<file path="config.mk">
export PLATFORM = sky130hd
export DESIGN_NAME = ipi_cmd_decoder
export DESIGN_NICKNAME = d
export VERILOG_FILES = /design/src/rtl/ipi_pkg.sv /design/src/rtl/ipi_dp.sv /design/src/rtl/ipi_ctrl.sv /design/src/rtl/ipi_cmd_decoder.sv
export SDC_FILE = /design/constraint.sdc
export NUM_CORES = 1
export LEC_CHECK = 0
export ABC_AREA = 1
export BUFFER_PORTS_ARGS = -buffer_cell sky130_fd_sc_hd__clkbuf_2
export CORE_UTILIZATION = 47
export DETAILED_ROUTE_END_ITERATION = 16
export GPL_TIMING_DRIVEN = 0
export PLACE_DENSITY = 0.79
export SYNTH_ARGS = -nofsm -noshare
export SYNTH_HDL_FRONTEND = slang
export SYNTH_SLANG_ARGS = --single-unit
</file>
<file path="constraint.sdc">
create_clock -name clk -period 2.27 [get_ports clk]
set_clock_uncertainty 0.1 [all_clocks]
set_input_delay 0.3405 -clock clk [delete_from_list [all_inputs] [get_ports clk]]
set_output_delay 0.3405 -clock clk [all_outputs]
set_load 0.02 [all_outputs]
</file>
<file path="src/rtl/ipi_pkg.sv">
package ipi_pkg;

  typedef enum logic [1:0] {
    BOOT_HELD = 2'd0,
    BOOT_WAIT = 2'd1,
    BOOT_RUN  = 2'd2
  } bootState_e;

  localparam logic [2:0] DM_FIXED = 3'b000;
  localparam logic [2:0] DM_NMI   = 3'b100;
  localparam logic [2:0] DM_INIT  = 3'b101;
  localparam logic [2:0] DM_START = 3'b110;

  localparam logic [1:0] SH_DEST    = 2'b00;
  localparam logic [1:0] SH_SELF    = 2'b01;
  localparam logic [1:0] SH_ALL     = 2'b10;
  localparam logic [1:0] SH_OTHERS  = 2'b11;

  // Decoded fields of one command word
  typedef struct packed {
    logic [7:0]  vector;
    logic [2:0]  mode;
    logic        levelHi;
    logic [1:0]  shorthand;
    logic [31:0] dest;
  } cmdFields_t;

  // Strobes from control to datapath
  typedef struct packed {
    logic fireFixed;
    logic fireNmi;
    logic fireStart;
  } dpStrobe_t;

endpackage

</file>
<file path="src/rtl/ipi_dp.sv">
module ipi_dp
  import ipi_pkg::*;
#(
  parameter int NCPU = 8,
  parameter int IDW  = $clog2(NCPU)
) (
  input  logic             clk,
  input  logic             rstN,
  input  logic             x2Mode,
  input  logic [IDW-1:0]   selfId,
  input  logic [NCPU-1:0]  activeAll,
  input  logic             wrLo,
  input  logic             wrHi,
  input  logic [63:0]      wrData,
  input  dpStrobe_t        strobe,
  output cmdFields_t       fields,
  output logic             sendValid,
  output logic [NCPU-1:0]  fixedQ,
  output logic [7:0]       vectorQ,
  output logic [NCPU-1:0]  nmiQ,
  output logic [19:0]      startAddrQ,
  output logic [IDW-1:0]   startCpuQ
);

  logic [31:0]     hiQ;
  logic [63:0]     cmdWord;
  logic [NCPU-1:0] destHit;
  logic [NCPU-1:0] selfHit;
  logic [NCPU-1:0] targets;

  // High half is only stored in legacy mode
  always_ff @(posedge clk) begin
    if (!rstN)                hiQ <= '0;
    else if (wrHi && !x2Mode) hiQ <= wrData[31:0];
  end

  assign cmdWord   = x2Mode ? wrData : {hiQ, wrData[31:0]};
  assign sendValid = wrLo;

  always_comb begin
    fields.vector    = cmdWord[7:0];
    fields.mode      = cmdWord[10:8];
    fields.levelHi   = cmdWord[14];
    fields.shorthand = cmdWord[19:18];
    fields.dest      = x2Mode ? cmdWord[63:32] : {24'd0, cmdWord[63:56]};
  end

  for (genvar i = 0; i < NCPU; i++) begin : g_hit
    assign destHit[i] = (fields.dest == 32'(i));
    assign selfHit[i] = (selfId == IDW'(i));
  end

  always_comb begin
    unique case (fields.shorthand)
      SH_DEST:   targets = destHit;
      SH_SELF:   targets = selfHit;
      SH_ALL:    targets = activeAll;
      default:   targets = activeAll & ~selfHit;
    endcase
  end

  always_ff @(posedge clk) begin
    if (!rstN) begin
      fixedQ     <= '0;
      nmiQ       <= '0;
      vectorQ    <= '0;
      startAddrQ <= '0;
      startCpuQ  <= '0;
    end else begin
      fixedQ <= strobe.fireFixed ? targets : '0;
      nmiQ   <= strobe.fireNmi   ? targets : '0;
      if (strobe.fireFixed) vectorQ <= fields.vector;
      if (strobe.fireStart) begin
        startAddrQ <= {fields.vector, 12'h000};
        startCpuQ  <= fields.dest[IDW-1:0];
      end
    end
  end

  p_hi_hold_r3: assert property (@(posedge clk) disable iff (!rstN)
    (wrHi && x2Mode) |=> $stable(hiQ));

  p_fix_nmi_excl_r5: assert property (@(posedge clk) disable iff (!rstN)
    (|fixedQ) |-> (nmiQ == '0));

endmodule

</file>
<file path="src/rtl/ipi_ctrl.sv">
module ipi_ctrl
  import ipi_pkg::*;
#(
  parameter int NCPU = 8,
  parameter int IDW  = $clog2(NCPU)
) (
  input  logic              clk,
  input  logic              rstN,
  input  logic [IDW-1:0]    selfId,
  input  cmdFields_t        fields,
  input  logic              sendValid,
  output dpStrobe_t         strobe,
  output logic              unhandledQ,
  output logic              startPulseQ,
  output logic [NCPU-1:0]   startedQ,
  output logic [2*NCPU-1:0] bootFlat
);

  bootState_e      bootQ [NCPU];
  logic [IDW-1:0]  tgt;
  logic [IDW-1:0]  startTgtQ;
  logic            senderOk;
  logic            destOk;
  logic            initGo;
  logic            unhandledD;

  assign tgt      = fields.dest[IDW-1:0];
  assign senderOk = (selfId == '0);
  assign destOk   = (fields.dest != 32'd0) && (fields.dest < 32'(NCPU));

  always_comb begin
    strobe     = '0;
    initGo     = 1'b0;
    unhandledD = 1'b0;
    if (sendValid) begin
      case (fields.mode)
        DM_FIXED: strobe.fireFixed = 1'b1;
        DM_NMI:   strobe.fireNmi   = 1'b1;
        DM_INIT: begin
          if (fields.levelHi) begin
            if (senderOk && destOk) initGo = (bootQ[tgt] == BOOT_HELD);
            else                    unhandledD = 1'b1;
          end
        end
        DM_START: begin
          if (senderOk && destOk) strobe.fireStart = (bootQ[tgt] == BOOT_WAIT);
          else                    unhandledD = 1'b1;
        end
        default: unhandledD = 1'b1;
      endcase
    end
  end

  always_ff @(posedge clk) begin
    if (!rstN) begin
      for (int i = 0; i < NCPU; i++) bootQ[i] <= (i == 0) ? BOOT_RUN : BOOT_HELD;
      startedQ    <= '0;
      unhandledQ  <= 1'b0;
      startPulseQ <= 1'b0;
      startTgtQ   <= '0;
    end else begin
      unhandledQ  <= unhandledD;
      startPulseQ <= strobe.fireStart;
      if (initGo) bootQ[tgt] <= BOOT_WAIT;
      if (strobe.fireStart) begin
        bootQ[tgt]    <= BOOT_RUN;
        startedQ[tgt] <= 1'b1;
        startTgtQ     <= tgt;
      end
    end
  end

  for (genvar i = 0; i < NCPU; i++) begin : g_flat
    assign bootFlat[2*i +: 2] = bootQ[i];

    p_run_sticky_r10: assert property (@(posedge clk) disable iff (!rstN)
      (bootQ[i] == BOOT_RUN) |=> (bootQ[i] == BOOT_RUN));

    p_wait_fwd_r8: assert property (@(posedge clk) disable iff (!rstN)
      (bootQ[i] == BOOT_WAIT) |=> (bootQ[i] != BOOT_HELD));
  end

  p_cpu0_run_r6: assert property (@(posedge clk) disable iff (!rstN)
    bootQ[0] == BOOT_RUN);

  p_start_marks_r10: assert property (@(posedge clk) disable iff (!rstN)
    startPulseQ |-> (bootQ[startTgtQ] == BOOT_RUN && startedQ[startTgtQ]));

  p_started_keep_r10: assert property (@(posedge clk) disable iff (!rstN)
    1'b1 |=> ((startedQ & $past(startedQ)) == $past(startedQ)));

  p_unh_not_start_r9: assert property (@(posedge clk) disable iff (!rstN)
    unhandledQ |-> !startPulseQ);

endmodule

</file>
<file path="src/rtl/ipi_cmd_decoder.sv">
module ipi_cmd_decoder
  import ipi_pkg::*;
#(
  parameter int NCPU = 8,
  parameter int IDW  = $clog2(NCPU)
) (
  input  logic              clk,
  input  logic              rstN,
  input  logic              x2Mode,
  input  logic [IDW-1:0]    selfId,
  input  logic [NCPU-1:0]   activeIn,
  input  logic              wrLo,
  input  logic              wrHi,
  input  logic [63:0]       wrData,
  output logic [NCPU-1:0]   fixedStrobe,
  output logic [7:0]        fixedVector,
  output logic [NCPU-1:0]   nmiStrobe,
  output logic              startPulse,
  output logic [IDW-1:0]    startCpu,
  output logic [19:0]       startAddr,
  output logic              unhandled,
  output logic [NCPU-1:0]   activeOut,
  output logic [2*NCPU-1:0] bootState
);

  cmdFields_t      fields;
  dpStrobe_t       strobe;
  logic            sendValid;
  logic [NCPU-1:0] startedQ;

  assign activeOut = activeIn | startedQ;

  ipi_dp #(.NCPU(NCPU), .IDW(IDW)) i_dp (
    .clk       (clk),
    .rstN      (rstN),
    .x2Mode    (x2Mode),
    .selfId    (selfId),
    .activeAll (activeOut),
    .wrLo      (wrLo),
    .wrHi      (wrHi),
    .wrData    (wrData),
    .strobe    (strobe),
    .fields    (fields),
    .sendValid (sendValid),
    .fixedQ    (fixedStrobe),
    .vectorQ   (fixedVector),
    .nmiQ      (nmiStrobe),
    .startAddrQ(startAddr),
    .startCpuQ (startCpu)
  );

  ipi_ctrl #(.NCPU(NCPU), .IDW(IDW)) i_ctrl (
    .clk        (clk),
    .rstN       (rstN),
    .selfId     (selfId),
    .fields     (fields),
    .sendValid  (sendValid),
    .strobe     (strobe),
    .unhandledQ (unhandled),
    .startPulseQ(startPulse),
    .startedQ   (startedQ),
    .bootFlat   (bootState)
  );

endmodule

</file>
==> impl_metrics.toml, run 1 <==
[cts]
cts_hold_buffers = 0
insertion_delay_ns = 0.35
numClockSinks = 69
h-tree-depth = 3
cts-buffers-inserted = 9
cts_tree = "built"
cts_root_buf = "clkbuf_8"
path_clk_slew_ns = 0.07
cts_buffer_depth = 2

[sta]
slew_headroom_pct = 41.8
slew_violations = 0
final.min_clock_period_ns = 2.08
tightest_slew_ns = 0.866
finalHoldViolations = 0
fmax_ghz = 0.481
min_period_over_period_pct = 91.6
setup_viol = 0
setup_tns_ns = 0
rsz0062_at_grt = "no"

[synthesis]
syn_area_per_cell_um2 = 6.86
yosys.cell_types.count = 29
yosysSeqAreaShare_pct = 43.3
netlist_area_um2 = 3560
ys_ff_latch = 69
yosys_warnings = 0
netlist_instances = 518

[placed_design]
dp_cells = 758
place.gp.congestion = 0.950
post-dp-hpwl_mm = 7.70
io_buffer_count = 129

[layout]
drive_gt1_share_pct = 27.7
n_antenna_cell = 0
nFillCells = 702
syn2layout_area_growth_pct = 29.2
regArea_um2 = 1540
fin_cells = 774
nets = 750
final_util_pct = 63.0
multiInputGateArea_um2 = 1640

[drt]
totalWireLength_mm = 9.79
drc = 0
drtIter0Drc = 203
vias_per_cell = 4.89
drt.antenna.violating_nets = 0
avgRoutedWirePerCell_um = 12.6
first_pass_iters = 5
vias = 3786

[grt]
grt_pass1_wl_mm = 15.3
grt_overflow = 0
grt_max_degree = 14
grt_util_all_layers_pct = 25.7
antenna_found_initial = 0
grt_pass1_vias = 3462

[floorplan]
die-area_um2 = 7920
start_util_pct = 48.8
die_y_um = 89.0
ios = 153
core_um2 = 7290
rows = 31
die_w_um = 89.0

[power]
power_density_nw_per_um2 = 612
p_leak_nw = 2.44
ir_worst_vdd_uv = 411
power.total_w = 0.00281

[critical_path]
required_ns = 2.23
critical_path_class = "register to register"
arrival_ns = 2.04
cp-end-kind = "register"
setup.worst_path.start_class = "register"
worstPathMaxFanout = 7

[run]
maxCapViolCount = 0

[hold_path]
hold_path.class = "primary input to register"

[run_status]
outcome = "completed"
## flip-flops by register name (all words and copies together) (netlist names)
name,flops
i_ctrl.startPulseQ,1
i_ctrl.bootQ,16
i_dp.fixedQ,8
i_dp.vectorQ,8
i_dp.hiQ,8
i_dp.nmiQ,8
i_ctrl.startedQ,8
i_ctrl.unhandledQ,1
i_dp.startAddrQ,8
i_dp.startCpuQ,3
## where the power goes
part / switching (W) / total (W) / leakage (nW) / internal (W)
clock network: 0.000502 / 0.00108 / 0.108 / 0.000579
registers: 0.0000183 / 0.00130 / 0.593 / 0.00128
logic: 0.000282 / 0.000432 / 1.74 / 0.000151
## cell families after synthesis
group                  Yosys count  synth area share [%]
flip-flops                      69                  43.3
other                            2                 0.211
AO/OA/AOI/OAI                   52                  8.48
buffers and inverters           96                  12.1
AND/OR/NAND/NOR                299                  35.9
## synth_stat cells
library cell,instances,area share [%]
a21oi_1,11,1.5
a22oi_1,2,0.42
buf_2,1,0.14
buf_4,12,2.5
buf_6,3,0.95
clkbuf_1,12,1.3
conb_1,2,0.21
dfxtp_1,53,30
edfxtp_1,16,14
inv_1,62,6.5
inv_2,6,0.63
nand2_1,128,14
nand2_2,6,1.1
nand2_4,2,0.63
nand3_1,36,5.1
nand3_2,2,0.56
nand3b_1,4,0.84
nand4_1,3,0.53
nor2_1,96,10
nor2_2,3,0.53
nor2_4,1,0.32
nor3_1,13,1.8
o2111ai_1,4,0.99
o211ai_1,1,0.21
o21ai_0,26,3.7
o21ai_1,5,0.70
o21ai_4,1,0.46
o311ai_0,2,0.49
or2_2,5,0.88
## final timing paths
path                            slack, ns                  to  cells after the start          startpoint
worst max-delay path                 0.19  i_ctrl.bootQ[1][0]                     10        i_dp.hiQ[27]
worst min-delay path                 0.13     i_dp.vectorQ[7]                      3           wrData[7]
worst max register to register       0.19  i_ctrl.bootQ[1][0]                     10        i_dp.hiQ[27]
worst min register to register       0.33  i_ctrl.startedQ[0]                      2  i_ctrl.startedQ[0]
## critical path, cell delays in order, from the launching register on
cell	delay, ns
dfxtp_1	0.33
or2_2	0.29
a21oi_1	0.20
nand2_1	0.10
inv_2	0.06
nand3_2	0.10
nor2_4	0.16
nand3_2	0.15
nand2_4	0.15
nand2_1	0.06
nand2_1	0.10
## cell type report
type,instances,share of cell area [%]
Clock inverter,6,1.50
Clock buffer,10,3.24
Timing Repair Buffer,129,14.0
Multi-Input combinational cell,365,35.6
Buffer,28,3.84
Sequential cell,69,33.5
Inverter,68,5.55
Tap cell,99,2.70
## layer usage
metal | share of wire (%) | GRT usage [%]
met5 | 0 | 0
met4 | 1.9 | 12.3
met3 | 8.4 | 5.54
met2 | 47 | 43.5
met1 | 42 | 31.2
## cells in the final DEF, fill, tap and decap left out, types with 2 or more instances in the layout
cell type | synthesis | layout
clkbuf_2 | 0 | 129
nand2_1 | 128 | 128
nor2_1 | 96 | 96
inv_1 | 62 | 62
dfxtp_1 | 53 | 53
nand3_1 | 36 | 36
o21ai_0 | 26 | 26
edfxtp_1 | 16 | 16
conb_1 | 2 | 14
nor3_1 | 13 | 13
buf_4 | 12 | 13
clkbuf_1 | 12 | 12
a21oi_1 | 11 | 11
clkbuf_8 | 0 | 9
inv_2 | 6 | 6
or2_2 | 5 | 5
nand2_2 | 6 | 5
o21ai_1 | 5 | 5
o2111ai_1 | 4 | 4
nand3b_1 | 4 | 4
buf_6 | 3 | 3
nand2_4 | 2 | 3
nor2_2 | 3 | 3
nand4_1 | 3 | 3
a22oi_1 | 2 | 2
o311ai_0 | 2 | 2
nand3_2 | 2 | 2
clkinv_4 | 0 | 2
## through the flow
stage	area [um^2]	setup WS, ns	hold slack [ns]
after floorplan	3600	0.416	0.307
after global placement	4370	-0.0852	0.319
after detailed placement	4370	-0.107	0.324
after CTS	4590	0.170	0.128
after global routing	4600	0.0107	0.138
final	4600	0.191	0.133
## what timing repair did
item / in CTS / in global routing
buffers inserted: 0 / 0
resized for setup: 0 / 3
endpoints found under the setup margin: 0 / 5
No activity file was read; power rests on OpenSTA's default activity.
==> run 2: changes to the inputs <==
Settings changed: BUFFER_PORTS_ARGS -buffer_cell sky130_fd_sc_hd__clkbuf_2 to unset, CORE_UTILIZATION 47 to 49, DONT_BUFFER_PORTS set to 1, PLACE_DENSITY 0.79 to unset.
==> run 2 against run 1 <==
Net effect: non-clock buffer count is 129 lower; wire length is 6.0% lower; sequential cell count unchanged; first-iteration DRC count down 45%; total power shrank 6.9%; via count shrank 15%; clock power fell by 9%; largest cell class unchanged; worst hold slack lost 0.093 ns; combinational power decreased by 27%; count of clock-buffer cells in the layout up 1; sequential power about the same; global-route usage shrank 0.66 points.
==> impl_metrics.toml, run 2 (same netlist as run 1, synthesis figures left out) <==
[placed_design]
io_buffer_count = 0
post-dp-hpwl_mm = 7.33
dp_cells = 626
place.gp.congestion = 0.932

[power]
comb_power_share_pct = 12.0
p_leak_nw = 1.87
power_density_nw_per_um2 = 666
power_frac_clock_pct = 37.4
p_switching_w = 0.000745
ir_worst_vdd_uv = 333
p_int_w = 0.00188
seqPwrFrac_pct = 50.6
swShare_pct = 28.4

[critical_path]
required_ns = 2.28
rr_endpoint = "i_ctrl.bootQ[1][0]"
reg2reg_depth = 12
r2r_start = "i_dp.hiQ[24]"
setup.worst_path.start_class = "register"
critPathLaunch = "i_dp.hiQ[24]"
worstPathMaxFanout = 10
critical_path_class = "register to register"
arrival_ns = 2.07
cp-endpoint = "i_ctrl.bootQ[1][0]"
reg2reg_setup_slack_ns = 0.20
cp-end-kind = "register"

[sta]
rsz0062_at_grt = "no"
final.min_clock_period_ns = 2.07
tightest_slew_ns = 0.890
finalHoldViolations = 0
setup_tns_ns = 0
slew_headroom_pct = 40.2
fmax_ghz = 0.484
setup_viol = 0
slew_violations = 0
min_period_over_period_pct = 91.1

[layout]
syn2layout_area_growth_pct = 10.6
regMostFlops = "i_ctrl.bootQ"
drive_gt1_share_pct = 10.6
n_antenna_cell = 0
final_common_cell = "nand2_1"
largest_reg_flops = 16
final_cell_mix = "128 x nand2_1, 96 x nor2_1, 62 x inv_1, 53 x dfxtp_1, 36 x nand3_1"
nets = 621
fin_cells = 642

[drt]
vias_per_cell = 4.99
drt.antenna.violating_nets = 0
drc = 0
first_pass_iters = 5
vias = 3203
drtIter0Drc = 112
totalWireLength_mm = 9.20
avgRoutedWirePerCell_um = 14.3

[cts]
cts_root_buf = "clkbuf_8"
cts_tree = "built"
cts_resized = 0
cts_hold_buffers = 0
cts-buffers-inserted = 9
cts_buffer_depth = 2
insertion_delay_ns = 0.34
h-tree-depth = 3
numClockSinks = 69
path_clk_slew_ns = 0.08
post_cts_buffers = 0

[grt]
antenna_found_initial = 0
grt_util_all_layers_pct = 25.0
grt_overflow = 0
grt.met2_usage_pct = 42.0
grt_pass1_vias = 2922
gr-max-usage-layer = "met2"
met1_usage_pct = 29.9
grt_pass1_wl_mm = 14.1
grtUsageMet3_pct = 6.92
grt_max_degree = 14

[floorplan]
core_um2 = 6910
ios = 153
die_y_um = 87.2
die_w_um = 87.2
start_util_pct = 51.5
rows = 30
die-area_um2 = 7600

[hold_path]
hold_path.class = "primary input to register"

[run]
maxCapViolCount = 0

[run_status]
outcome = "completed"
-- run 2: worst max-delay path, cell delays in order (launching register included) --
cell     delay [ns]
dfxtp_1        0.39
nand2_4        0.11
nand2_4        0.14
nand2_1        0.09
nand2_1        0.07
nand2_1        0.05
nand3_1        0.10
nand2_1        0.11
nor2_2         0.18
nand3_4        0.13
buf_2          0.22
nand3_1        0.10
inv_1          0.04
-- run 2: metrics by stage --
step	util (%)	setup WS [ns]	hold slack, ns	power [W]	cell area, um^2
global placement	53.9	0.0961	0.339	0.00166	3720
global route	57.0	0.0161	0.0364	0.00273	3930
finish	57.0	0.203	0.0395	0.00262	3930
floorplan	-	0.416	0.307	0.00160	3600
CTS	56.8	0.157	0.0198	0.00264	3920
detailed placement	53.9	0.0637	0.344	0.00167	3720
-- run 2: how the worst min path moves through the flow --
stage / from / endpoint / slack [ns] / cells past startpoint
after floorplan: i_ctrl.startedQ[0] / i_ctrl.startedQ[0] / 0.31 / 2
after global placement: i_ctrl.startedQ[6] / i_ctrl.startedQ[6] / 0.34 / 2
after detailed placement: i_ctrl.startedQ[6] / i_ctrl.startedQ[6] / 0.34 / 2
after CTS: wrLo / i_ctrl.unhandledQ / 0.02 / 2
after global routing: wrLo / i_ctrl.unhandledQ / 0.04 / 2
final: wrData[0] / i_dp.vectorQ[0] / 0.04 / 2
-- run 2: metal layers --
layer | up-vias | wire length, um
li1 | 1650 | -
met1 | 1416 | 3920
met2 | 124 | 4430
met3 | 13 | 691
met4 | 0 | 159
met5 | - | 0
-- run 2: final cells by class --
class	count	area, um^2
Inverter	68	255
Buffer	28	174
Tap cell	96	120
Clock buffer	11	163
Multi-Input combinational cell	365	1640
Clock inverter	5	37.5
Fill cell	715	2970
Sequential cell	69	1540
-- run 2: power by group through the flow --
stage | logic, W | registers, W | clock network, W
after global routing | 0.000357 | 0.00133 | 0.00104
after global placement | 0.000309 | 0.00136 | 0
after detailed placement | 0.000312 | 0.00136 | 0
final | 0.000315 | 0.00133 | 0.000979
after floorplan | 0.000251 | 0.00135 | 0
after CTS | 0.000313 | 0.00133 | 0.00100
==> run 3: changes to the inputs <==
Settings changed: CORE_UTILIZATION 49 to 55, PLACE_DENSITY set to 0.7, SETUP_SLACK_MARGIN set to 0.5.
==> run 3 against run 2 <==
Net effect: fmax rose by 6.6%; via count up 4.0%; highest routed layer unchanged; total power is 2.2% higher; cell count shrank 1.7%; core utilization is 11 points higher; cell area increased by 5.2%; register-to-register slack improved by 0.13 ns; sequential share of layout area decreased by 1.9 points; largest power group unchanged; first-iteration DRC count grew 33%; sequential power barely moved; largest cell class unchanged; sequential cell count unchanged.
==> impl_metrics.toml, run 3 (same netlist as run 1, synthesis figures left out) <==
[run_status]
outcome = "completed"

[cts]
cts_buffer_depth = 2
insertion_delay_ns = 0.35
cts_tree = "built"
numClockSinks = 69
path_clk_slew_ns = 0.08
cts_hold_buffers = 0
h-tree-depth = 3
cts_root_buf = "clkbuf_8"
cts-buffers-inserted = 9

[grt]
grt_pass1_vias = 2998
antenna_found_initial = 0
grt_pass1_wl_mm = 14.1
grt_overflow = 0
grt_max_degree = 14
grt_util_all_layers_pct = 28.8

[critical_path]
r2r_start = "i_dp.hiQ[27]"
worstPathMaxFanout = 7
rr_endpoint = "i_ctrl.bootQ[1][0]"
arrival_ns = 1.91
cp-end-kind = "register"
worst_path_largest_cell_delay_ns = 0.33
reg2reg_setup_slack_ns = 0.33
reg2reg_depth = 10
critical_path_class = "register to register"
crit_path_cell_trace = "or2_4 -> a21oi_2 -> nand2_1 -> inv_2 -> nand3_4 -> nor2_4 -> nand3_4 -> nand2_8 -> nand2_2 -> nand2_2"
critPathSlowestCell = "dfxtp_2"
required_ns = 2.24
setup.worst_path.start_class = "register"

[hold_path]
hold_depth = 2
worstHoldStart = "wrData[7]"
hold_path.class = "primary input to register"
hold_end = "i_dp.vectorQ[7]"

[drt]
drc = 0
first_pass_iters = 4
vias_per_cell = 5.28
totalWireLength_mm = 9.51
drt.antenna.violating_nets = 0
vias = 3330
avgRoutedWirePerCell_um = 15.1
drtIter0Drc = 149

[sta]
min_period_over_period_pct = 85.5
setup_viol = 0
tightest_slew_ns = 0.884
slew_headroom_pct = 40.6
setup_tns_ns = 0
setup_ws_ns = 0.330
fmax_ghz = 0.515
final.min_clock_period_ns = 1.94
slew_violations = 0
finalHoldViolations = 0
rsz0062_at_grt = "yes"

[placed_design]
pre_cts_slack_ns = 0.123
place.gp.congestion = 0.867
post-dp-hpwl_mm = 7.34
io_buffer_count = 0

[layout]
drive_gt1_share_pct = 17.3
final_common_cell = "nand2_1"
nFillCells = 547
final_cell_mix = "111 x nand2_1, 96 x nor2_1, 61 x inv_1, 51 x dfxtp_1, 29 x nand3_1"
largest_reg_flops = 16
regMostFlops = "i_ctrl.bootQ"
syn2layout_area_growth_pct = 16.4
regArea_um2 = 1540
nets = 631
n_antenna_cell = 0
multiInputGateArea_um2 = 1760

[power]
ir_worst_vdd_uv = 472
p_leak_nw = 1.95
power.total_w = 0.00268
power_density_nw_per_um2 = 647

[floorplan]
ios = 153
core_um2 = 6060
die-area_um2 = 6790
start_util_pct = 58.7
die_y_um = 82.4
rows = 28
die_w_um = 82.4

[run]
maxCapViolCount = 0
-- run 3: cell types whose count changed in the layout (fill, tap and decap cells not counted), moves of 2 or more --
| cell | change |
|---|---|
| buf_4 | +9 |
| buf_8 | +2 |
| dfxtp_1 | -2 |
| dfxtp_2 | +2 |
| inv_4 | +3 |
| nand2_1 | -17 |
| nand2_2 | +16 |
| nand2_8 | +2 |
| nand3_1 | -7 |
| nand3_2 | +6 |
| o21ai_0 | -3 |
| o21ai_1 | +3 |
-- run 3: power by group --
group          total, W  internal [W]  switching, W
registers       0.00133       0.00128     0.0000435
clock network   0.00101      0.000500      0.000512
logic          0.000340      0.000106      0.000234
-- run 3: critical path, delay by kind of cell, from the launching register on --
family / cells / cell delay, ns
flops: 1 / 0.33
simple gates: 8 / 0.97
buf+inv: 1 / 0.07
compound gates: 1 / 0.17
-- run 3: worst max path at each step --
stage	start	endpoint	slack, ns	cells after the start
after floorplan	x2Mode	i_ctrl.bootQ[3][0]	0.43	10
after global placement	x2Mode	i_ctrl.bootQ[4][1]	0.16	10
after detailed placement	x2Mode	i_ctrl.bootQ[1][0]	0.12	10
after CTS	i_dp.hiQ[27]	i_ctrl.bootQ[1][1]	0.37	10
after global routing	i_ctrl.bootQ[0][1]	i_ctrl.bootQ[1][0]	0.21	11
final	i_dp.hiQ[27]	i_ctrl.bootQ[1][0]	0.33	10
-- run 3: timing repair --
item	CTS	global route
resized for setup	29	6
buffers inserted	8	1
setup endpoints to repair	38	52
endpoints found under the hold margin	0	0
pin swaps	11	5
cloned	0	1
-- run 3: cell type report --
class                   instances  share of cell area (%)
multi-input cells             365                    42.6
repair buffers                 10                    2.24
clock inverters                 5                   0.907
plain buffers                  28                    4.54
well taps                      75                    2.27
clock buffers                  11                    3.93
flip-flops and latches         69                    37.3
inverters                      68                    6.23
-- run 3: metrics by stage --
stage,hold slack [ns],std cells,instance area [um^2],util [%]
after floorplan,0.307,530,3640,-
after global placement,0.338,605,3730,61.6
after detailed placement,0.342,605,3730,61.6
after CTS,0.0211,629,4090,67.5
after global routing,0.0314,631,4140,68.3
final,0.0225,631,4140,68.3
-- run 3: metal layers --
layer	track usage [%]	vias to the layer above	part of all wire [%]
met4	11.6	0	1.5
li1	-	1665	-
met3	11.0	14	11
met1	32.5	1505	39
met5	0	-	0
met2	48.6	146	49
